===== src/rtl/wdw_pkg.sv =====
package wdw_pkg;
  localparam int unsigned CODE_W = 5;
  localparam int unsigned KEY_W  = 4;
  localparam logic [KEY_W-1:0] RESTART_KEY = 4'b1010;

  typedef struct packed {
    logic [CODE_W-1:0] lead;
    logic [CODE_W-1:0] trail;
  } wdw_window_t;

  typedef enum logic [1:0] {
    FAULT_NONE  = 2'd0,
    FAULT_EARLY = 2'd1,
    FAULT_LATE  = 2'd2
  } wdw_fault_e;
endpackage


===== src/rtl/wdw_window_regs.sv =====
module wdw_window_regs
  import wdw_pkg::*;
(
  input  logic        clk,
  input  logic        rst_n,
  input  logic        cfg_we,
  input  wdw_window_t cfg_win,
  input  logic        load,
  output wdw_window_t act_win
);
  wdw_window_t shadow_q, shadow_d;
  wdw_window_t active_q, active_d;

  always_comb begin
    shadow_d = shadow_q;
    if (cfg_we) shadow_d = cfg_win;
  end

  always_comb begin
    active_d = active_q;
    if (load) active_d = shadow_q;
  end

  always_ff @(posedge clk or negedge rst_n) begin
    if (!rst_n) begin
      shadow_q <= '{lead: '0, trail: '1};
      active_q <= '{lead: '0, trail: '1};
    end else begin
      shadow_q <= shadow_d;
      active_q <= active_d;
    end
  end

  assign act_win = active_q;
endmodule


===== src/rtl/wdw_timer.sv =====
module wdw_timer
  import wdw_pkg::*;
(
  input  logic              clk,
  input  logic              rst_n,
  input  logic              tick,
  input  logic              hold,
  input  logic              key_ok,
  input  wdw_window_t       act_win,
  output wdw_fault_e        fault,
  output logic              restart,
  output logic [CODE_W-1:0] count
);
  logic [CODE_W-1:0] count_q, count_d;
  logic [CODE_W-1:0] eff_lead;
  logic              early, late;

  // A degenerate window keeps only its trailing edge.
  assign eff_lead = (act_win.lead < act_win.trail) ? act_win.lead : '0;

  always_comb begin
    restart = key_ok && !hold;
    early   = restart && (count_q < eff_lead);
    late    = !hold && !restart && (count_q >= act_win.trail);
    if (early)     fault = FAULT_EARLY;
    else if (late) fault = FAULT_LATE;
    else           fault = FAULT_NONE;
  end

  always_comb begin
    count_d = count_q;
    if (hold || restart || late) count_d = '0;
    else if (tick)               count_d = count_q + 1'b1;
  end

  always_ff @(posedge clk or negedge rst_n) begin
    if (!rst_n) count_q <= '0;
    else        count_q <= count_d;
  end

  assign count = count_q;
endmodule


===== src/rtl/wdw_pulse.sv =====
module wdw_pulse #(
  parameter int unsigned LEN = 4
) (
  input  logic clk,
  input  logic rst_n,
  input  logic fire,
  output logic active
);
  localparam int unsigned CW = $clog2(LEN + 1);
  localparam logic [CW-1:0] LEN_V = CW'(LEN);

  logic [CW-1:0] cnt_q, cnt_d;

  always_comb begin
    cnt_d = cnt_q;
    if (fire)            cnt_d = LEN_V;
    else if (cnt_q != 0) cnt_d = cnt_q - 1'b1;
  end

  always_ff @(posedge clk or negedge rst_n) begin
    if (!rst_n) cnt_q <= '0;
    else        cnt_q <= cnt_d;
  end

  assign active = (cnt_q != '0);
endmodule


===== src/rtl/wdw_top.sv =====
module wdw_top
  import wdw_pkg::*;
#(
  parameter int unsigned PULSE_CLKS = 4
) (
  input  logic              clk,
  input  logic              rst_n,
  input  logic              tick,
  input  logic              wdt_en,
  input  logic              cfg_we,
  input  logic [CODE_W-1:0] cfg_lead,
  input  logic [CODE_W-1:0] cfg_trail,
  input  logic              key_we,
  input  logic [KEY_W-1:0]  key_val,
  input  logic              flag_we,
  input  logic [1:0]        flag_wdata,
  output logic              rst_req,
  output logic              flag_early,
  output logic              flag_late
);
  logic [1:0]        rsync_q;
  logic              rst_int_n;
  wdw_window_t       cfg_win, act_win;
  wdw_fault_e        fault;
  logic              restart, key_ok, fire, pulse_on;
  logic [CODE_W-1:0] count;
  logic              early_q, early_d, late_q, late_d;

  // Reset asserts at once and releases after two clock edges.
  always_ff @(posedge clk or negedge rst_n) begin
    if (!rst_n) rsync_q <= 2'b00;
    else        rsync_q <= {rsync_q[0], 1'b1};
  end
  assign rst_int_n = rsync_q[1];

  assign cfg_win = '{lead: cfg_lead, trail: cfg_trail};
  assign key_ok  = key_we && (key_val == RESTART_KEY);

  wdw_window_regs u_win (
    .clk     (clk),
    .rst_n   (rst_int_n),
    .cfg_we  (cfg_we),
    .cfg_win (cfg_win),
    .load    (restart),
    .act_win (act_win)
  );

  wdw_timer u_timer (
    .clk     (clk),
    .rst_n   (rst_int_n),
    .tick    (tick),
    .hold    (pulse_on),
    .key_ok  (key_ok),
    .act_win (act_win),
    .fault   (fault),
    .restart (restart),
    .count   (count)
  );

  assign fire = wdt_en && (fault != FAULT_NONE);

  wdw_pulse #(.LEN(PULSE_CLKS)) u_pulse (
    .clk    (clk),
    .rst_n  (rst_int_n),
    .fire   (fire),
    .active (pulse_on)
  );

  always_comb begin
    early_d = early_q;
    late_d  = late_q;
    if (flag_we && !flag_wdata[0]) early_d = 1'b0;
    if (flag_we && !flag_wdata[1]) late_d  = 1'b0;
    if (fault == FAULT_EARLY)      early_d = 1'b1;
    if (fault == FAULT_LATE)       late_d  = 1'b1;
  end

  always_ff @(posedge clk or negedge rst_int_n) begin
    if (!rst_int_n) begin
      early_q <= 1'b0;
      late_q  <= 1'b0;
    end else begin
      early_q <= early_d;
      late_q  <= late_d;
    end
  end

  assign rst_req    = pulse_on;
  assign flag_early = early_q;
  assign flag_late  = late_q;
endmodule


===== config.mk =====
export PLATFORM = sky130hd
export DESIGN_NAME = wdw_top
export DESIGN_NICKNAME = d
export VERILOG_FILES = /design/src/rtl/wdw_pkg.sv /design/src/rtl/wdw_window_regs.sv /design/src/rtl/wdw_timer.sv /design/src/rtl/wdw_pulse.sv /design/src/rtl/wdw_top.sv
export SDC_FILE = /design/constraint.sdc
export NUM_CORES = 1
export LEC_CHECK = 0
export ABC_AREA = 1
export BUFFER_PORTS_ARGS = -buffer_cell sky130_fd_sc_hd__buf_2
export CORE_ASPECT_RATIO = 1.5
export CORE_MARGIN = 4
export CORE_UTILIZATION = 55
export DETAILED_ROUTE_END_ITERATION = 10
export PLACE_DENSITY = 0.8
export SLEW_MARGIN = 15
export SYNTH_ARGS = -nofsm -noshare
export SYNTH_HDL_FRONTEND = slang
export SYNTH_HIERARCHICAL = 1
export SYNTH_SLANG_ARGS = --single-unit

===== constraint.sdc =====
create_clock -name clk -period 2.1 [get_ports clk]
set_input_delay 0.42 -clock clk [delete_from_list [all_inputs] [get_ports clk]]
set_output_delay 0.42 -clock clk [all_outputs]
set_load 0.02 [all_outputs]

-- Yosys cells after proc, flatten, opt, wreduce, memory -nomap -nowiden
Index checks and enable logic that the tools add are counted.
Widths: inputs -> output; s select.
- add/subtract/negate cells: 2
- order comparisons: 3
- eq/ne operators: 3
- mux-type cells: 11
- reduce and logical (&&, ||, !) cells: 20
- operator list (cell ; number):
    $mux 5 ; 3
    $lt 5x5->1 ; 2
    $reduce_bool 2->1 ; 5
    $logic_and 1x1->1 ; 8
    $mux 3 ; 2
    $add 5x1->5 const B ; 1
    $ge 5x5->1 ; 1
    $eq 4x4->1 const B ; 1
    $logic_not 1->1 ; 4
    $mux 1 ; 4
    $mux 2 ; 2
    $reduce_bool 3->1 ; 1
    $sub 3x1->3 const B ; 1
    $eq 2x1->1 const B ; 1
    $eq 2x2->1 const B ; 1
    $logic_or 1x1->1 ; 2
- register bits: 32

-- Depth between registers and ports, before layout
- depth after elaboration: 11
- mapped depth: 18

-- Cells and area by module
The synthesis kept the hierarchy.
- by module, submodules not included (module ; times used ; cells each ; area an instance (µm²)):
    wdw_window_regs ; 1 ; 84 ; 768.2
    wdw_timer ; 1 ; 88 ; 625.6
    wdw_top ; 1 ; 23 ; 176.4
    wdw_pulse ; 1 ; 22 ; 173.9

-- Worst setup path before layout
OpenSTA, ideal clock, no wires.
- path kind: reg2reg
- start point: reg u_win.active_q, in the netlist u_win/act_win[4]
- end point: reg u_pulse.cnt_q[0]
- setup time: 0.118 ns
- data arrival time: 2.324 ns
- slack: -0.342 ns
- cell stages (with the launch flop): 19
- clock period less this slack: 2.442 ns
- cells stage by stage: dfstp_2 -> inv_1 -> ha_1 -> nand2_1 -> inv_1 -> nand2_1 -> and3_1 -> nand2_1 -> ha_1 -> nand2_1 -> inv_1 -> nand2_1 -> nand4_1 -> a21oi_1 -> buf_4 -> o21a_1 -> inv_1 -> nand3_1 -> nand2_1
- word-level cells in the longest chain between the ends: 8
- elaborated cells between the ends (all ways): 12
- classes of those cells: order compare: 3; mux: 4; reduce/logical: 5
- RTL lines (element ; RTL line ; text):
    start, declared ; wdw_window_regs.sv:12 ; wdw_window_t active_q, active_d;
    start signal, assigned ; wdw_window_regs.sv:27 ; active_q <= '{lead: '0, trail: '1};
    start signal, assigned ; wdw_window_regs.sv:30 ; active_q <= active_d;
    $lt 5x5->1 (*) ; wdw_timer.sv:19 ; assign eff_lead = (act_win.lead < act_win.trail) ? act_win.lead : '0;
    $mux 5 (*) ; wdw_timer.sv:19 ;
    $lt 5x5->1 (*) ; wdw_timer.sv:23 ; early = restart && (count_q < eff_lead);
    $logic_and 1x1->1 (*) ; wdw_timer.sv:23 ;
    via u_timer.early ; wdw_timer.sv:16 ; logic early, late;
    $mux 2 (*) ; wdw_timer.sv:25 ; if (early) fault = FAULT_EARLY;
    via fault[0] ; wdw_top.sv:24 ; wdw_fault_e fault;
    $reduce_bool 2->1 (*) ; wdw_top.sv:60 ; assign fire = wdt_en && (fault != FAULT_NONE);
    $logic_and 1x1->1 (*) ; wdw_top.sv:60 ;
    via fire ; wdw_top.sv:25 ; logic restart, key_ok, fire, pulse_on;
    $mux 3 or $reduce_bool 2->1 (tied branches) ; -- ;
    end signal, assigned ; wdw_pulse.sv:22 ; else cnt_q <= cnt_d;
    end, declared ; wdw_pulse.sv:12 ; logic [CW-1:0] cnt_q, cnt_d;
The timed path passes the listed nets; every way through them passes the cells marked *.
A chain may end at the register's enable or synchronous reset.

-- Final worst setup path
- start point: reg u_win.active_q, in the netlist u_win/act_win[2]
- end point: reg u_pulse.cnt_q[0]
- word-level cells in the longest chain between the ends: 8
- elaborated cells between the ends (all ways): 12
- classes of those cells: order compare: 3; mux: 4; reduce/logical: 5
- RTL lines (element ; RTL line):
    $lt 5x5->1 (*) ; wdw_timer.sv:19
    $mux 5 (*) ; wdw_timer.sv:19
    $lt 5x5->1 (*) ; wdw_timer.sv:23
    $logic_and 1x1->1 (*) ; wdw_timer.sv:23
    $mux 2 (*) ; wdw_timer.sv:25
    via fault[0] ; wdw_top.sv:24
    $reduce_bool 2->1 (*) ; wdw_top.sv:60
    $logic_and 1x1->1 (*) ; wdw_top.sv:60
    via fire ; wdw_top.sv:25
    $mux 3 or $reduce_bool 2->1 (tied branches) ; --
Marked as above.

==> results.txt <==
PD cells: 1200 nW/um^2
Final Cycle Share: 119%
Synthesis warning total: 6
CTS tree: done
Global-route wire length before repair: 6290 um
Leakage power of the design: 0.00123 uW
Routed Wire Length: 3580 um
Yosys top cell by area: sky130_fd_sc_hd__dfrtp_1
Cell class contributing the biggest share of worst-path delay: simple AND/OR/NAND/NOR gates
Worst Slack Setup Final: -0.393 ns
Horizontal extent of the die: 54.0 um
Failing checks: setup timing
Area fraction of the dominant cell type after synthesis: 31.6%
Count of mapped cells out of synthesis: 217
Proportion of register bits with asynchronous set or reset after synthesis: 100%
Final Wtd Congestion: 0.818
Crit Reg-Reg Startpoint: u_win/act_win[2]$_DFFE_PN1P_
Maximum number of pins on one net before global-route repair: 31
Leading cell types in the layout, fill and taps excluded: sky130_fd_sc_hd__nand2_1, sky130_fd_sc_hd__buf_2, sky130_fd_sc_hd__dfrtp_1, sky130_fd_sc_hd__inv_1, sky130_fd_sc_hd__buf_4
Kind of launch point of the worst setup path: flip-flop
Highest ir drop seen on vdd: 1.27 mV
Type of the worst min-delay path: reg2async
Area used by multi-input combinational logic: 947 sq um
Mapped Area: 1740 sq um
Number of vias in the routed layout: 1464
Sequential Area: 813 sq um
Maximum buffer depth of the clock tree: 2
Part of the Yosys area used for sequential elements: 46.6%
Drt first-iter violations: 32
Ranking of synthesized cells by area: sky130_fd_sc_hd__dfrtp_1, sky130_fd_sc_hd__nand2_1, sky130_fd_sc_hd__dfstp_2
Detailed-placement wirelength estimate: 2540 um
EDFF count, synth: 0
Mean Syn Cell Area: 8.04 sq um
Stages on the worst setup path: 17
Floorplan core area: 2970 sq um
Synthesis-stage register bit count: 32
Placed inst area: 2050 sq um
Highest Clock Rate: 401 MHz
Total global routing overflow: 0
Kind of critical path: reg2reg
Critical path buffers and inverters: 3
Area of the die: 4150 sq um
Level count of the clock H-tree: 2
Routed len/inst: 11.8 um
Number of max-cap violations: 0
Max-slew violations: 0
Worst endpoint required time: 2.28 ns
Clock latency reported for the late side of the worst-skew pair: 0.29 ns
Count of antenna-violating nets left after detailed routing: 0
Number of distinct standard cells referenced by the synthesized netlist: 23
Area added between synthesis and finish: 32.3%
Initial antenna violation count: 0
Peak fanout along the critical path: 4
Clock skew after layout: 0.00798 ns
Critical path cell sequence: inv_2 > ha_4 > nand2_4 > nor2_4 > nand2_2 > and3_4 > nand2_4 > ha_4 > nand2_4 > inv_2 > nand3_2 > nand4_1 > a21oi_2 > o21a_1 > inv_2 > nand4_1 > nand2_1
Count of cells along the worst register-to-register path: 17
Number of antenna diodes: 0
Arrival time at the worst endpoint: 2.67 ns
Initial core utilization: 58.7%
Final instance area: 2310 sq um
Net count reported at finish: 302
Critical-path cell with the highest stage delay: sky130_fd_sc_hd__dfstp_2
Ports placed on the boundary: 26
Leading register cell type out of synthesis: sky130_fd_sc_hd__dfrtp_1
Synthesized Nets: 256
Layout cell share with drive strength beyond 1: 36.7%
Clock input transition at the sequential cells of the worst setup and hold paths: 0.07 ns
Number of global-route vias before repair: 1491
Fillers: 213
DRC viols: 0
Critical path capture point type: flip-flop
Root buf cell: sky130_fd_sc_hd__clkbuf_8
Number of rows in the core area: 24
Avg Vias per Cell: 4.83
Die outline height: 77.0 um
Final sum of negative setup slack: -1.45 ns
Tmin final: 2.49 ns
Unrepaired setup endpoints after global routing: true
Total of endpoints with negative setup slack in the final report: 5
Hold Fails Final Rpt: 0
Number of sinks handled by clock tree synthesis: 32
Number of input and output port buffers inserted: 25
Total Routing Usage GR: 20.5%
Most common cell after layout, fill and taps aside: sky130_fd_sc_hd__nand2_1
Final design utilization: 77.6%
Reg-to-reg setup timing slack: -0.39 ns
Delay contributed by the slowest stage of the critical path: 0.53 ns
Post-Route Hold Slack: 0.244 ns
Endpoint of the worst register-to-register path: u_pulse/cnt_q[0]$_DFFE_PN0P_
Critical path startpoint: u_win/act_win[2]$_DFFE_PN1P_
Total iterations of the first detailed-routing run: 4
Number of buffers inserted during clock tree synthesis: 5
End point of the critical path: u_pulse/cnt_q[0]$_DFFE_PN0P_
Outcome: complete, but fails checks
-- Yosys cell counts (2+ instances only) --
| library cell | instances |
|---|---|
| sky130_fd_sc_hd__a21oi_1 | 3 |
| sky130_fd_sc_hd__nand2_1 | 96 |
| sky130_fd_sc_hd__nand4_1 | 6 |
| sky130_fd_sc_hd__buf_6 | 2 |
| sky130_fd_sc_hd__dfstp_2 | 10 |
| sky130_fd_sc_hd__dfrtp_1 | 22 |
| sky130_fd_sc_hd__nor2_1 | 14 |
| sky130_fd_sc_hd__buf_4 | 2 |
| sky130_fd_sc_hd__inv_2 | 3 |
| sky130_fd_sc_hd__xor2_1 | 2 |
| sky130_fd_sc_hd__ha_1 | 16 |
| sky130_fd_sc_hd__nand3_1 | 5 |
| sky130_fd_sc_hd__inv_1 | 25 |
| sky130_fd_sc_hd__and3_1 | 2 |
-- per-stage QoR --
| step | power, uW | setup slack (ns) | instances |
|---|---|---|---|
| 6_report | 2760 | -0.393 | 303 |
| 3_5_place_dp | 1820 | -0.366 | 290 |
| 5_1_grt | 2970 | -0.537 | 303 |
| 3_3_place_gp | 1770 | -0.278 | 290 |
| 4_1_cts | 2570 | -0.288 | 300 |
| 2_1_floorplan | 1530 | -0.256 | 217 |
-- per-layer routing --
layer	track usage, %	wire length (um)
met4	10.2	128
met1	22.6	1320
met5	0	0
met2	34.6	1930
met3	5.23	211
-- worst min-delay path by stage --
stage | startpoint | endpoint | slack [ns] | depth (start not counted)
after floorplan | rst_n | rsync_q[0]$_DFF_PN0_ | 0.12 | 0
after global placement | rst_n | rsync_q[1]$_DFF_PN0_ | 0.21 | 1
after detailed placement | rst_n | rsync_q[1]$_DFF_PN0_ | 0.21 | 1
after CTS | rsync_q[1]$_DFF_PN0_ | u_timer/count[0]$_DFFE_PN0P_ | 0.27 | 1
after global routing | rsync_q[1]$_DFF_PN0_ | u_timer/count[4]$_DFFE_PN0P_ | 0.30 | 1
final | rsync_q[1]$_DFF_PN0_ | u_timer/count[0]$_DFFE_PN0P_ | 0.24 | 1
-- area by class of cell --
class	count	share of cell area, %
inverters	29	4.72
repair buffers	43	11.4
clock inverters	1	1.30
multi-input cells	152	41.1
flip-flops and latches	32	35.2
well taps	39	2.11
clock buffers	7	4.18
-- logic make-up (layout without fill, tap and decap cells) --
kind of cell             count (synthesis)  in the layout  synth area share [%]
adder cells (fa/ha/maj)                 16             16                  11.5
other                                    1              1                 0.215
buffers and inverters                   33             80                  8.39
AND/OR/NAND/NOR                        125            125                  29.1
flip-flops                              32             32                  46.6
multiplexers                             1              1                 0.574
AO/OA/AOI/OAI                            6              6                  2.15
XOR/XNOR                                 3              3                  1.51
-- where the power goes --
| part | internal, uW | switching, uW | total, uW | leakage, uW |
|---|---|---|---|---|
| sequential | 769 | 83.8 | 853 | 0.000388 |
| clock | 418 | 232 | 650 | 0.0000645 |
| combinational | 578 | 681 | 1260 | 0.000779 |
-- timing repair --
action | in CTS | in global routing
resized for setup | 11 | 13
setup buffers | 1 | 4
pin swaps | 12 | 13
hold buffers | 1 | 0
setup endpoints to repair | 5 | 5
hold endpoints to repair | 2 | 0
-- registers in the layout, summed over array words and instances (netlist names) --
register	cells
rsync_q	2
flag_late	1
u_pulse/cnt_q	3
u_win/shadow_q	10
u_timer/count	5
flag_early	1
u_win/act_win	10
Power figures use the tool's default switching activity.
